**config.mk**
```make
export PLATFORM = sky130hd
export DESIGN_NAME = clkdiv_fanout
export DESIGN_NICKNAME = d
export VERILOG_FILES = /design/src/rtl/clkdiv_fanout.sv
export SDC_FILE = /design/constraint.sdc
export NUM_CORES = 1
export LEC_CHECK = 0
export BUFFER_PORTS_ARGS = -buffer_cell sky130_fd_sc_hd__buf_2
export CORE_MARGIN = 2
export CORE_UTILIZATION = 28
export CTS_CLUSTER_DIAMETER = 150
export DETAILED_ROUTE_END_ITERATION = 8
export SYNTH_ARGS = -nofsm -noshare
export SYNTH_HDL_FRONTEND = slang
export SYNTH_SLANG_ARGS = --single-unit
```
**constraint.sdc**
```tcl
create_clock -name clk_in -period 2.1 [get_ports clk_in]
set_input_delay 0.21 -clock clk_in [delete_from_list [all_inputs] [get_ports clk_in]]
set_output_delay 0.21 -clock clk_in [all_outputs]
set_load 0.01 [all_outputs]
```
**src/rtl/clkdiv_fanout.sv**
```systemverilog
module clkdiv_fanout #(
  parameter int NBANK       = 4,
  parameter int SYNC_STAGES = 2,
  parameter int HOLD_CYCLES = 4
) (
  input  logic               clk_in,
  input  logic               rst_n,
  input  logic [2*NBANK-1:0] ratio_sel,
  input  logic [NBANK-1:0]   bank_en,
  output logic [NBANK-1:0]   clk_out
);
  localparam int HW = $clog2(HOLD_CYCLES + 1);

  logic [SYNC_STAGES-1:0] sync_q;
  logic [HW-1:0]          hold_cnt;
  logic                   run;
  logic [1:0]             phase;
  logic [2*NBANK-1:0]     sel_q;
  logic [NBANK-1:0]       en_q;
  logic [2*NBANK-1:0]     mode_c;
  logic [NBANK-1:0]       en_c;
  logic                   commit;

  always_ff @(posedge clk_in or negedge rst_n)
    if (!rst_n) sync_q <= '0;
    else        sync_q <= {sync_q[SYNC_STAGES-2:0], 1'b1};

  always_ff @(posedge clk_in or negedge rst_n)
    if (!rst_n) begin
      hold_cnt <= '0;
      run      <= 1'b0;
    end else if (sync_q[SYNC_STAGES-1] && !run) begin
      if (hold_cnt == HW'(HOLD_CYCLES - 1)) run <= 1'b1;
      hold_cnt <= hold_cnt + 1'b1;
    end

  always_ff @(posedge clk_in or negedge rst_n)
    if (!rst_n)   phase <= 2'd0;
    else if (run) phase <= phase + 2'd1;
    else          phase <= 2'd0;

  always_ff @(posedge clk_in or negedge rst_n)
    if (!rst_n) begin
      sel_q <= '0;
      en_q  <= '0;
    end else begin
      sel_q <= ratio_sel;
      en_q  <= bank_en;
    end

  assign commit = (phase == 2'd0);

  for (genvar b = 0; b < NBANK; b++) begin : g_bank
    logic [1:0] mode_b, sel_nx;
    logic       en_b, en_nx, gate_b, div_b;

    assign sel_nx = commit ? sel_q[2*b +: 2] : mode_b;
    assign en_nx  = commit ? en_q[b] : en_b;

    always_ff @(negedge clk_in or negedge rst_n)
      if (!rst_n) begin
        mode_b <= 2'b00;
        en_b   <= 1'b0;
        gate_b <= 1'b0;
      end else begin
        mode_b <= sel_nx;
        en_b   <= en_nx;
        gate_b <= run && en_nx && (sel_nx == 2'b00);
      end

    always_ff @(posedge clk_in or negedge rst_n)
      if (!rst_n)              div_b <= 1'b0;
      else if (!run || !en_b)  div_b <= 1'b0;
      else begin
        case (mode_b)
          2'b00:   div_b <= 1'b0;
          2'b01:   div_b <= ~phase[0];
          default: div_b <= ~phase[1];
        endcase
      end

    assign mode_c[2*b +: 2] = mode_b;
    assign en_c[b]          = en_b;
    assign clk_out[b]       = div_b | (clk_in & gate_b);
  end
endmodule

```
# Word-level counts from Yosys, hierarchy flattened

Index checks and enable logic that the tools add are counted.

Register bits after elaboration: 40
Input bits: 14
Output and inout port bits: 4
Logic and storage cells: 84

$add $sub $neg: 2
Eq/ne operators: 5
Muxes and demuxes: 17
Bitwise gates (word level): 10
Reduce and logical (&&, ||, !) cells: 28

Operators by type and width:

| kind                  | count |
|---|---|
| $logic_not A2 Y1      | 9 |
| $mux W2               | 5 |
| $logic_and A1 B1 Y1   | 9 |
| $eq A2 B1 Y1 const B  | 4 |
| $mux W1               | 8 |
| $pmux W1 S2           | 4 |
| $logic_not A1 Y1      | 5 |
| $and A1 B1 Y1         | 4 |
| $logic_or A1 B1 Y1    | 4 |
| $or A1 B1 Y1          | 4 |
| $add A3 B1 Y3 const B | 1 |
| $eq A3 B2 Y1 const B  | 1 |
| $add A2 B1 Y2 const B | 1 |
| $not A1 Y1            | 2 |
| $reduce_and A2 Y1     | 1 |

# Depth between registers and ports, before layout

Gate-level depths: netlist of the first run.

Depth after elaboration: 4
Mapped depth: 5
Depth with buffers taken out: 4

==> run summary, run 1 <==
Outcome: finished with violations
Violated checks: setup timing
Cell Rows: 26
Area of the die: 6020 um2
Worst skew pair latency: 0.41 ns
Yosys cell types: 18
CP cell instances: inv_2 -> ha_4 -> mux2_4 -> nor4b_4
# DRC: 0
Main synth FF type: dfrtp_1
P per Cell Area: 1520 nW/um2
Fill count: 466
CP startpoint kind: flop
Area growth syn-to-layout: 43.6%
Max_cap viols: 0
Die Y: 77.6 um
Finish-stage setup viols: 20
CP endpoint kind: flop
Fin Setup TNS: -3.29 ns
Critical path class: reg2reg
HPWL after DPL: 1.92 mm
Rel. slew slack: 66.4%
Core footprint: 5170 um2
Mapped Cells: 94
CTS tree: done
Tightest Hold Check Type: in2async
Yosys top cell by area: dfrtp_1
Yosys warns: 0
Routed wire per std cell: 13.0 um
Gr usage total: 11.5%
Final setup margin: -0.269 ns
Final hold viol count: 0
Cell leakage power: 1.06 nW
Syn_area_per_cell: 16.1 um2
Critical path's slowest cell: dfrtp_1
VDD IR max: 0.513 mV
Vias: 940
WP data required: 1.45 ns
Number of flops mapped to enable cells by yosys: 0
Top cells by area, synth: dfrtp_1, dfrtn_1, mux2_4
Synthesized cell area: 1520 um2
CP arrival: 1.72 ns
Seq/Total Area, Yosys: 66.0%
Diodes inserted: 0
Vias in the first global route: 1096
Fraction of registers with async set/reset: 100%
Port buffer count: 17
Max Slew Vio Count: 0
Yosys reg bits: 40
Reg2reg start: phase[1]
Pre-antenna DRT Iters: 4
Placer congestion estimate: 0.707
Synth top area share: 39.6%
CP Max Fanout: 7
Via/cell ratio: 4.18
I/O pin total: 18
Antenna-violating nets left: 0
Actual slew at the worst max-slew pin: 0.504 ns
Nets: 171
Share of cells above drive strength 1: 49.7%
Max stage delay on crit path: 0.39 ns
Pwr Total: 3.31 mW
Largest net degree at the start of global routing: 24
Final wirelength: 2.93 mm
Clock transition at the registers of the reported paths: 0.08 ns
Syn nets: 112
Max Clock Skew: 0.0274 ns
RSZ-0062 raised after global routing: true
Starting Density: 29.3%
Die width: 77.6 um
Total global routing overflow: 0
First-pass GRT wire length: 4.93 mm
Critical Path Source: phase[1]
Initial antenna violation count: 0
1st-iter DRT viols: 20
==> metal layers <==
metal / part of all wire [%] / vias up / track usage, % / wire (um)
met3: 5.9 / 5 / 4.53 / 172
li1: - / 438 / - / -
met4: 1.5 / 0 / 11.3 / 44
met5: 0 / - / 0 / 0
met1: 40 / 468 / 12.2 / 1190
met2: 52 / 29 / 17.0 / 1530
==> critical path: cells and delay by family (launching register included) <==
kind | cells | cell delay (ns)
muxes | 1 | 0.34
adders and majority gates | 1 | 0.24
and+or+nand+nor | 1 | 0.26
buffers and inverters | 1 | 0.10
DFF | 1 | 0.39
==> flip-flops by register name (all words and copies together) (netlist names) <==
signal / flops
phase: 2
en_q: 4
g_bank.gate_b: 4
sel_q: 8
sync_q: 2
g_bank.mode_b: 8
g_bank.div_b: 4
g_bank.en_b: 4
hold_cnt: 3
run: 1
==> through the flow <==
stage | setup WS [ns] | hold slack [ns] | instances | utilization, % | area (um2)
floorplan | -0.245 | -0.0856 | 94 | - | 1550
global placement | -0.238 | 0.189 | 194 | 35.1 | 1820
detailed placement | -0.310 | 0.208 | 194 | 35.1 | 1820
CTS | -0.292 | 0.316 | 224 | 41.8 | 2160
global route | -0.325 | 0.340 | 225 | 42.1 | 2180
finish | -0.269 | 0.311 | 225 | 42.1 | 2180
==> layout by cell type (no fill, tap or decap) <==
cell type      Yosys  final
dfrtn_1           16     16
clkbuf_1           0      1
inv_1              4      2
xnor2_1            1      1
a21o_1             4      4
buf_6              1      1
nand2_1            6      6
mux2_4             7     12
dfrtp_1           24     24
nor2_1             1      1
inv_2              0      2
nor4b_4            4      4
and2_1             1      1
mux2i_1            1      1
ha_1               4      2
dlygate4sd3_1      0     13
nand2b_1           5      5
buf_2              0     16
mux2_2             6      1
conb_1             1      1
a21oi_2            0      4
clkinv_2           0      2
buf_4              0     19
clkbuf_8           0     10
ha_4               0      2
or3b_4             0      4
==> power by group <==
| part | internal, mW | switching, mW |
|---|---|---|
| Sequential | 1.04 | 0.119 |
| Clock | 0.500 | 0.369 |
| Combinational | 0.766 | 0.521 |
==> Yosys cell counts, drive strengths merged, types with 4 or more instances <==
library cell	count
nand2	6
nor4b	4
ha	4
or3b	4
dfrtp	24
a21o	4
mux2	13
a21oi	4
dfrtn	16
inv	4
nand2b	5
==> worst paths after layout <==
| check | depth (start not counted) | end | slack [ns] |
|---|---|---|---|
| max | 4 | g_bank[0].gate_b | -0.27 |
| min | 2 | g_bank[1].div_b | 0.31 |
| max reg2reg | 4 | g_bank[0].gate_b | -0.27 |
| min reg2reg | 0 | sync_q[1] | 0.35 |
| max in group asynchronous | 2 | g_bank[0].mode_b[1] | 0.49 |
| min in group clk_in | 0 | sync_q[1] | 0.35 |
==> timing repair <==
item                                   4_1_cts  5_1_grt
buffers inserted                             4        1
resized for setup                           11        1
endpoints found under the hold margin       16        0
setup endpoints to repair                   24       20
hold buffers                                13        0
pin swaps                                    7        2
==> cells by family after synthesis <==
| kind of cell | count (synthesis) | synth area share [%] |
|---|---|---|
| DFF | 40 | 66.0 |
| and+or+nand+nor | 21 | 12.8 |
| muxes | 14 | 12.0 |
| AOI/OAI and AO/OA | 8 | 3.30 |
| buffers and inverters | 5 | 1.73 |
| adders and majority gates | 4 | 3.30 |
| other | 1 | 0.247 |
| xor gates and xnor gates | 1 | 0.578 |
==> area by class of cell <==
| class | instances | area (um2) | share of cell area [%] |
|---|---|---|---|
| Tap cell | 70 | 87.6 | 4.02 |
| Timing Repair Buffer | 45 | 338 | 15.5 |
| Multi-Input combinational cell | 49 | 558 | 25.6 |
| Clock buffer | 15 | 168 | 7.70 |
| Clock inverter | 2 | 10.0 | 0.460 |
| Inverter | 4 | 15.0 | 0.690 |
| Sequential cell | 40 | 1000 | 46.0 |
(Power assumes the default switching activity.)
==> run 2: changes to the inputs <==
CORE_UTILIZATION = 39   (was 28)
==> run 2 against run 1 <==
  * Total power fell by 0.19%
  * Critical path depth did not move
  * Utilization up 16 points
  * The flow still finishes with violations (setup timing)
  * Die area down 27%
  * Combinational power is 6% lower
  * Register-to-register slack better by 0.03 ns
  * First-iteration DRC count is 15% higher
  * Largest cell class unchanged
  * Sequential power hardly changed
  * Clock skew shrank 0.0055 ns
==> run summary, run 2 (synthesis gave the netlist of run 1 again) <==
Outcome: finished with violations
Violated checks: setup timing
Max Clock Skew: 0.0219 ns
Area taken by multi-input logic gates: 558 um2
Die width: 66.4 um
Core footprint: 3690 um2
CP startpoint kind: flop
First-pass GRT wire length: 4.61 mm
WP data required: 1.48 ns
FF-to-FF End: g_bank[2].gate_b
CTS tree: done
Reg area: 1000 um2
Area of the die: 4400 um2
Nets: 165
Die Y: 66.4 um
CP Max Fanout: 7
Reg2reg start: phase[0]
Routed wire per std cell: 13.3 um
Port buffer count: 17
RSZ-0062 raised after global routing: true
Worst r2r path cells: 4
CP arrival: 1.71 ns
Vias: 900
Area growth syn-to-layout: 40.2%
1st-iter DRT viols: 23
Vias in the first global route: 1066
Initial antenna violation count: 0
Max Slew Vio Count: 0
Final cell utilization of the core: 57.6%
Pwr Total: 3.30 mW
Worst skew pair latency: 0.42 ns
HPWL after DPL: 1.60 mm
Share of cells above drive strength 1: 47.0%
Clock transition at the registers of the reported paths: 0.07 ns
Diodes inserted: 0
Fill count: 322
Pre-CTS worst setup slack: -0.253 ns
R2R Setup Slk: -0.24 ns
Fin Setup TNS: -3.31 ns
Critical path class: reg2reg
Worst hold slack: 0.299 ns
Via/cell ratio: 4.57
Final setup margin: -0.236 ns
Biggest regs: g_bank.mode_b x8, sel_q x8
VDD IR max: 0.646 mV
Largest net degree at the start of global routing: 41
P per Cell Area: 1550 nW/um2
Commonest non-fill, non-tap cell in the layout: dfrtp_1
Pre-antenna DRT Iters: 2
CP endpoint kind: flop
# DRC: 0
Cell leakage power: 1.04 nW
I/O pin total: 18
Tightest Hold Check Type: in2async
Cell Rows: 22
Max_cap viols: 0
Total global routing overflow: 0
Gr usage total: 15.8%
Most frequent cells in the layout: dfrtp_1, buf_2, dfrtn_1
Placer congestion estimate: 0.725
Final hold viol count: 0
Finish-stage setup viols: 20
Antenna-violating nets left: 0
Starting Density: 41.1%
Final wirelength: 2.61 mm
==> run 2: cell count changes in the layout (fill, tap and decap cells not counted), sizes merged <==
| cell | delta |
|---|---|
| buf | -6 |
| bufinv | +1 |
| clkinv | -1 |
==> run 2: worst max-delay path: stages, from the launching register on <==
cell and delay (ns):
dfrtp_1 0.39, inv_2 0.10, ha_4 0.24, mux2_4 0.34
nor4b_4 0.24
==> run 2: cell type report <==
type	instances	area share (%)
Tap cell	48	2.83
Multi-Input combinational cell	49	26.3
Clock buffer	15	7.12
Clock inverter	2	1.65
Timing Repair Buffer	39	14.4
Sequential cell	40	47.1
Inverter	4	0.706
==> run 2: per-stage QoR <==
stage | instances | area [um2]
2_1_floorplan | 94 | 1550
3_3_place_gp | 168 | 1770
3_5_place_dp | 168 | 1770
4_1_cts | 197 | 2110
5_1_grt | 197 | 2130
6_report | 197 | 2130
==> run 2: how the worst max path moves through the flow <==
stage                  start               end  slack (ns)  cells past startpoint
CTS                 phase[1]  g_bank[0].gate_b       -0.25                      4
finish              phase[0]  g_bank[2].gate_b       -0.24                      4
floorplan           phase[1]  g_bank[0].gate_b       -0.24                      5
detailed placement  phase[1]  g_bank[2].gate_b       -0.25                      4
global placement    phase[1]  g_bank[3].gate_b       -0.23                      4
global route        phase[0]  g_bank[2].gate_b       -0.33                      4
==> run 2: timing repair <==
action	4_1_cts	5_1_grt
setup buffers	3	0
hold endpoints to repair	36	0
resized for setup	8	3
hold buffers	13	0
pin swaps	6	1
setup endpoints to repair	24	20
==> run 2: where the power goes <==
group	switching, mW	internal [mW]
registers	0.112	1.04
logic	0.488	0.719
clock network	0.371	0.578
==> run 2: metal layers <==
metal	vias up	share of wire (%)	global-route usage, %
met2	25	48	22.4
met1	446	42	15.9
met4	0	3.0	16.1
li1	423	-	-
met5	-	0	0
met3	6	6.4	8.35
